--- src/rtl/scaler_pkg.sv ---
`timescale 1ns/1ps
package scaler_pkg;
    localparam int CROP_W   = 10;
    localparam int SCALE_W  = 12;
    localparam int UNITY    = 256;
    localparam int NUM_REGS = 8;
    localparam int REG_AW   = 3;
    localparam int NUM_AX   = 2;
    localparam int AX_H     = 0;
    localparam int AX_V     = 1;

    typedef enum logic [REG_AW-1:0] {
        REG_CROP_HI  = 3'd0,
        REG_VDLY_LO  = 3'd1,
        REG_VACT_LO  = 3'd2,
        REG_HDLY_LO  = 3'd3,
        REG_HACT_LO  = 3'd4,
        REG_SCALE_HI = 3'd5,
        REG_VSCL_LO  = 3'd6,
        REG_HSCL_LO  = 3'd7
    } reg_sel_e;

    typedef struct packed {
        logic [CROP_W-1:0]  delay;
        logic [CROP_W-1:0]  active;
        logic [SCALE_W-1:0] scale;
    } axis_cfg_t;

    function automatic logic [SCALE_W-1:0] clamp_scale(input logic [SCALE_W-1:0] s);
        return (s < SCALE_W'(UNITY)) ? SCALE_W'(UNITY) : s;
    endfunction
endpackage

--- src/rtl/scaler_regs.sv ---
`timescale 1ns/1ps
module scaler_regs
    import scaler_pkg::*;
(
    input  logic              clk,
    input  logic              rst,
    input  logic              wr_en,
    input  logic [REG_AW-1:0] wr_addr,
    input  logic [7:0]        wr_data,
    input  logic              load,
    output axis_cfg_t         cfg_h,
    output axis_cfg_t         cfg_v
);
    localparam logic [7:0] RST_VAL [NUM_REGS] = '{
        8'h12, 8'h18, 8'h20, 8'h00, 8'hD0, 8'h11, 8'h00, 8'h00
    };

    logic [7:0] bank [NUM_REGS];
    axis_cfg_t  live_h, live_v;

    always_ff @(posedge clk) begin
        if (rst) begin
            for (int i = 0; i < NUM_REGS; i++) bank[i] <= RST_VAL[i];
        end else if (wr_en) begin
            bank[wr_addr] <= wr_data;
        end
    end

    always_comb begin
        live_v.delay  = {bank[REG_CROP_HI][7:6], bank[REG_VDLY_LO]};
        live_v.active = {bank[REG_CROP_HI][5:4], bank[REG_VACT_LO]};
        live_v.scale  = {bank[REG_SCALE_HI][7:4], bank[REG_VSCL_LO]};
        live_h.delay  = {bank[REG_CROP_HI][3:2], bank[REG_HDLY_LO]};
        live_h.active = {bank[REG_CROP_HI][1:0], bank[REG_HACT_LO]};
        live_h.scale  = {bank[REG_SCALE_HI][3:0], bank[REG_HSCL_LO]};
    end

    always_ff @(posedge clk) begin
        if (rst) begin
            cfg_h <= '{delay: CROP_W'(0),  active: CROP_W'(720), scale: SCALE_W'(UNITY)};
            cfg_v <= '{delay: CROP_W'(24), active: CROP_W'(288), scale: SCALE_W'(UNITY)};
        end else if (load) begin
            cfg_h <= '{delay: live_h.delay, active: live_h.active, scale: clamp_scale(live_h.scale)};
            cfg_v <= '{delay: live_v.delay, active: live_v.active, scale: clamp_scale(live_v.scale)};
        end
    end
endmodule

--- src/rtl/scaler_axis.sv ---
`timescale 1ns/1ps
module scaler_axis
    import scaler_pkg::*;
#(
    parameter int IDX_W = CROP_W + 2
) (
    input  logic      clk,
    input  logic      rst,
    input  logic      restart,
    input  logic      adv,
    input  axis_cfg_t cfg,
    output logic      take
);
    localparam int ACC_W = SCALE_W + 1;

    logic [IDX_W-1:0] idx;
    logic [IDX_W-1:0] win_lo, win_hi;
    logic [ACC_W-1:0] acc, acc_sum;
    logic             in_win, hit;

    always_comb begin
        win_lo  = IDX_W'(cfg.delay);
        win_hi  = IDX_W'(cfg.delay) + IDX_W'(cfg.active);
        in_win  = (idx >= win_lo) && (idx < win_hi);
        acc_sum = acc + ACC_W'(UNITY);
        hit     = acc_sum >= ACC_W'(cfg.scale);
        take    = adv && !restart && in_win && hit;
    end

    always_ff @(posedge clk) begin
        if (rst || restart) begin
            idx <= '0;
            acc <= '0;
        end else if (adv) begin
            if (idx != '1) idx <= idx + 1'b1;
            if (in_win) acc <= hit ? (acc_sum - ACC_W'(cfg.scale)) : acc_sum;
        end
    end
endmodule

--- src/rtl/video_crop_scaler.sv ---
`timescale 1ns/1ps
module video_crop_scaler
    import scaler_pkg::*;
#(
    parameter int PIX_W = 16
) (
    input  logic             clk,
    input  logic             rst,
    input  logic             in_valid,
    input  logic             in_hsync,
    input  logic             in_vsync,
    input  logic [PIX_W-1:0] in_pixel,
    input  logic             reg_wr,
    input  logic [2:0]       reg_addr,
    input  logic [7:0]       reg_wdata,
    output logic             out_valid,
    output logic             out_sol,
    output logic             out_sof,
    output logic [PIX_W-1:0] out_pixel
);
    localparam int IDX_W = CROP_W + 2;

    axis_cfg_t         cfg [NUM_AX];
    logic [NUM_AX-1:0] ax_restart, ax_adv, ax_take;
    logic              line_on, first_line, first_field, emit;

    scaler_regs u_regs (
        .clk     (clk),
        .rst     (rst),
        .wr_en   (reg_wr),
        .wr_addr (reg_addr),
        .wr_data (reg_wdata),
        .load    (in_vsync),
        .cfg_h   (cfg[AX_H]),
        .cfg_v   (cfg[AX_V])
    );

    assign ax_restart[AX_H] = in_hsync;
    assign ax_adv[AX_H]     = in_valid;
    assign ax_restart[AX_V] = in_vsync;
    assign ax_adv[AX_V]     = in_hsync;

    generate
        for (genvar a = 0; a < NUM_AX; a++) begin : g_axis
            scaler_axis #(.IDX_W(IDX_W)) u_axis (
                .clk     (clk),
                .rst     (rst),
                .restart (ax_restart[a]),
                .adv     (ax_adv[a]),
                .cfg     (cfg[a]),
                .take    (ax_take[a])
            );
        end
    endgenerate

    assign emit = ax_take[AX_H] && line_on;

    always_ff @(posedge clk) begin
        if (rst) begin
            line_on     <= 1'b0;
            first_line  <= 1'b0;
            first_field <= 1'b0;
            out_valid   <= 1'b0;
            out_sol     <= 1'b0;
            out_sof     <= 1'b0;
            out_pixel   <= '0;
        end else begin
            if (emit) begin
                first_line  <= 1'b0;
                first_field <= 1'b0;
                out_pixel   <= in_pixel;
            end
            if (in_vsync) begin
                line_on     <= 1'b0;
                first_field <= 1'b1;
            end else if (in_hsync) begin
                line_on    <= ax_take[AX_V];
                first_line <= 1'b1;
            end
            out_valid <= emit;
            out_sol   <= emit && first_line;
            out_sof   <= emit && first_field;
        end
    end
endmodule

--- config.mk ---
export PLATFORM = sky130hd
export DESIGN_NAME = video_crop_scaler
export DESIGN_NICKNAME = d
export VERILOG_FILES = /design/src/rtl/scaler_pkg.sv /design/src/rtl/scaler_regs.sv /design/src/rtl/scaler_axis.sv /design/src/rtl/video_crop_scaler.sv
export SDC_FILE = /design/constraint.sdc
export NUM_CORES = 1
export LEC_CHECK = 0
export CAP_MARGIN = 20
export CORE_MARGIN = 1
export CORE_UTILIZATION = 47
export CTS_BUF_LIST = sky130_fd_sc_hd__clkbuf_4
export DETAILED_ROUTE_END_ITERATION = 16
export PLACE_DENSITY = 0.67
export SLEW_MARGIN = 20
export SYNTH_ARGS = -nofsm -noshare
export SYNTH_HDL_FRONTEND = slang
export SYNTH_SLANG_ARGS = --single-unit
--- constraint.sdc ---
create_clock -name clk -period 3.8 [get_ports clk]
set_input_delay 1.14 -clock clk [delete_from_list [all_inputs] [get_ports clk]]
set_output_delay 1.14 -clock clk [all_outputs]
set_load 0.01 [all_outputs]
==> results.ini <==
[run_status]
outcome = completed

[placed_design]
hpwl_mm = 15.6
port_buffers = 51
place.gp.congestion = 0.794
dpl_worst_slack_ns = -0.236

[synth]
synth_area_um2 = 10600
synth_nets = 1192
synthTopCellsByCount = dfxtp_1 (136), nor2_1 (116), ha_1 (88), mux2i_1 (74), inv_1 (70)
synthAdderAreaFrac_pct = 11.2
synth_edf_count = 64
syn_avg_cell_area_um2 = 9.89
yosys_warnings = 0
synthSimpleGateAreaFrac_pct = 16.9
synthCells = 1067
synth_xor_area_share_pct = 4.48
yosysMostFrequentCell = dfxtp_1
ys_seq_elements = 200
async_reset_ff_share_pct = 0
synth_compound_area_share_pct = 12.3
ys_seq_area_share_pct = 44.0
synth_top_cell_area_share_pct = 25.8
synthMuxAreaShare_pct = 7.02
synth_top_family_by_area = simple AND/OR/NAND/NOR gates
yosys.area.top_type = dfxtp_1
ys.flop_type = dfxtp_1
yosysUniqueCellTypes = 76
synth.area.top_cells = dfxtp_1 (26%), edfxtp_1 (18%), ha_1 (10%)

[timing]
tightest_slew_ns = 0.808
maxSlewViolCount = 0
setup_tns_ns = 0
slew_headroom_pct = 46.1
setup_ws_ns = 0.0191
fmax_mhz = 264
rsz0062_at_grt = true
hold_viol_final = 0
period_needed_ns = 3.78
setup_viol = 0
finClkSkew_ns = 0.0234
finalCritPeriodShare_pct = 99.5

[route]
wl_met1_mm = 10.5
wl_met2_mm = 10.1
vias = 7681
ant_nets = 0
detail_route.vias_per_cell = 5.28
drc = 0
top_layer_used = met4
drt_pass1_iterations = 7
drt_iter0_drc = 389
routed-wl-met3_um = 919
wl_mm = 21.7
wire_per_inst_um = 14.9

[power]
ir_worst_vdd_uv = 223
comb_power_share_pct = 18.3
cellPowerDensity_nw_per_um2 = 343
internal-power_w = 0.00294
p_leak_nw = 5.15
p_clk_share_pct = 25.8
power.net_switching_w = 0.00125
p_seq_share_pct = 55.9
p_sw_share_pct = 29.9

[setup_path]
criticalPathCategory = reg -> reg
cp_max_fo = 7
crit_arrival_ns = 4.26
cp-start-kind = register
worst_ep_required_time_ns = 4.28
worstSetupEndpointType = register

[finish]
nNetsFinal = 1285
multi_input_area_um2 = 5690
seqCellArea_um2 = 4650
fillers = 2004
syn_to_final_growth_pct = 15.7
drive_gt1_share_pct = 12.6

[cts]
clkTransAtPathRegs_ns = 0.18
numCtsBuffers = 17
clk_latency_ns = 0.59
htreeDepth = 4
cts_tree = yes
clock-sinks = 200
clk_path_buf_depth = 2
cts-hold-fix-buffers = 0
clockRootBuffer = clkbuf_4

[floorplan]
start_util_pct = 48.2
die_h_um = 152
core_um2 = 21900
die_area_um2 = 23100
die-width_um = 152
io_pins = 52
num_rows = 54

[global_route]
grt_pass1_wl_mm = 35.8
antenna_found_initial = 2
grt_max_degree = 47
grt-ovfl-total = 0
grtUsageTotal_pct = 19.1
grt_pass1_vias = 7290

[run]
maxCapViolCount = 0

[min_path]
hp-class = reg -> reg

per-layer routing:
metal	global-route usage, %	up-vias
met4	4.19	0
li1	-	3957
met2	31.3	126
met5	0	-
met3	4.45	12
met1	25.6	3586
final cells by class:
type / count / area share (%)
clock buffer: 18 / 1.11
sequential: 200 / 38.1
tap: 280 / 2.87
multi-input combinational: 765 / 46.6
inverter: 71 / 2.18
antenna: 1 / 0.0205
clock inverter: 14 / 1.09
timing repair buffer: 105 / 8.05
cells in the final DEF, fill, tap and decap left out, drive strengths merged, types with 49 or more instances in the layout:
| cell | instances |
|---|---|
| inv | 78 |
| a21oi | 53 |
| ha | 88 |
| dfxtp | 136 |
| nand2 | 58 |
| mux2i | 74 |
| and2 | 55 |
| edfxtp | 64 |
| nor2 | 117 |
| o21ai | 51 |
| buf | 55 |
| clkdlybuf4s50 | 49 |
path summary, 6_finish.rpt:
path,start,endpoint,slack [ns],cells after the start
min,u_regs.bank[7][3],u_regs.cfg_h[3],0.46,2
min reg2reg,u_regs.bank[7][3],u_regs.cfg_h[3],0.46,2
max reg2reg,u_regs.cfg_h[13],out_pixel[5],0.02,19
max,u_regs.cfg_h[13],out_pixel[5],0.02,19
state kept, by name, indices dropped and copies added (netlist names):
register	count
first_field	1
first_line	1
g_axis.u_axis.acc	26
g_axis.u_axis.idx	24
line_on	1
out_pixel	16
out_sof	1
out_sol	1
out_valid	1
u_regs.bank	64
u_regs.cfg_h	32
u_regs.cfg_v	32
what timing repair did:
item	CTS	global route
pin swaps	17	22
endpoints found under the setup margin	42	48
buffers inserted	7	6
gates cloned	1	1
resized for setup	23	29
critical path, cell delays in order (launching register included):
cell	delay, ns
dfxtp_2	0.37
buf_4	0.14
fa_2	0.38
a21o_1	0.18
a21oi_2	0.15
o21bai_1	0.09
a21oi_2	0.14
o21ai_1	0.09
a21o_1	0.19
a21oi_2	0.14
ha_1	0.25
buf_4	0.15
a2111oi_4	0.39
o21ai_4	0.10
a211oi_4	0.17
buf_6	0.15
nand3b_4	0.14
buf_12	0.22
mux2i_1	0.16
nor2_1	0.05
power groups by stage:
stage | Clock (W) | Combinational [W] | Sequential (W)
global route | 0.00120 | 0.000857 | 0.00235
finish | 0.00108 | 0.000768 | 0.00234
global placement | 0 | 0.000700 | 0.00239
detailed placement | 0 | 0.000709 | 0.00239
floorplan | 0 | 0.000517 | 0.00237
CTS | 0.00112 | 0.000746 | 0.00234
logic make-up after synthesis:
logic type | Yosys count
flops | 200
simple gates | 350
compound gates | 195
xor+xnor | 54
fa+ha+maj | 92
buf+inv | 102
mux | 74
per-stage QoR:
stage	power, W	instances	hold slack (ns)	util (%)	cell area (µm²)
final	0.00419	1454	0.461	55.8	12200
after global routing	0.00442	1454	0.470	55.8	12200
after CTS	0.00421	1447	0.459	54.9	12000
after detailed placement	0.00310	1407	0.431	52.9	11600
after global placement	0.00309	1407	0.424	52.9	11600
after floorplan	0.00289	1067	0.418	-	10600
Power figures use the tool's default switching activity.
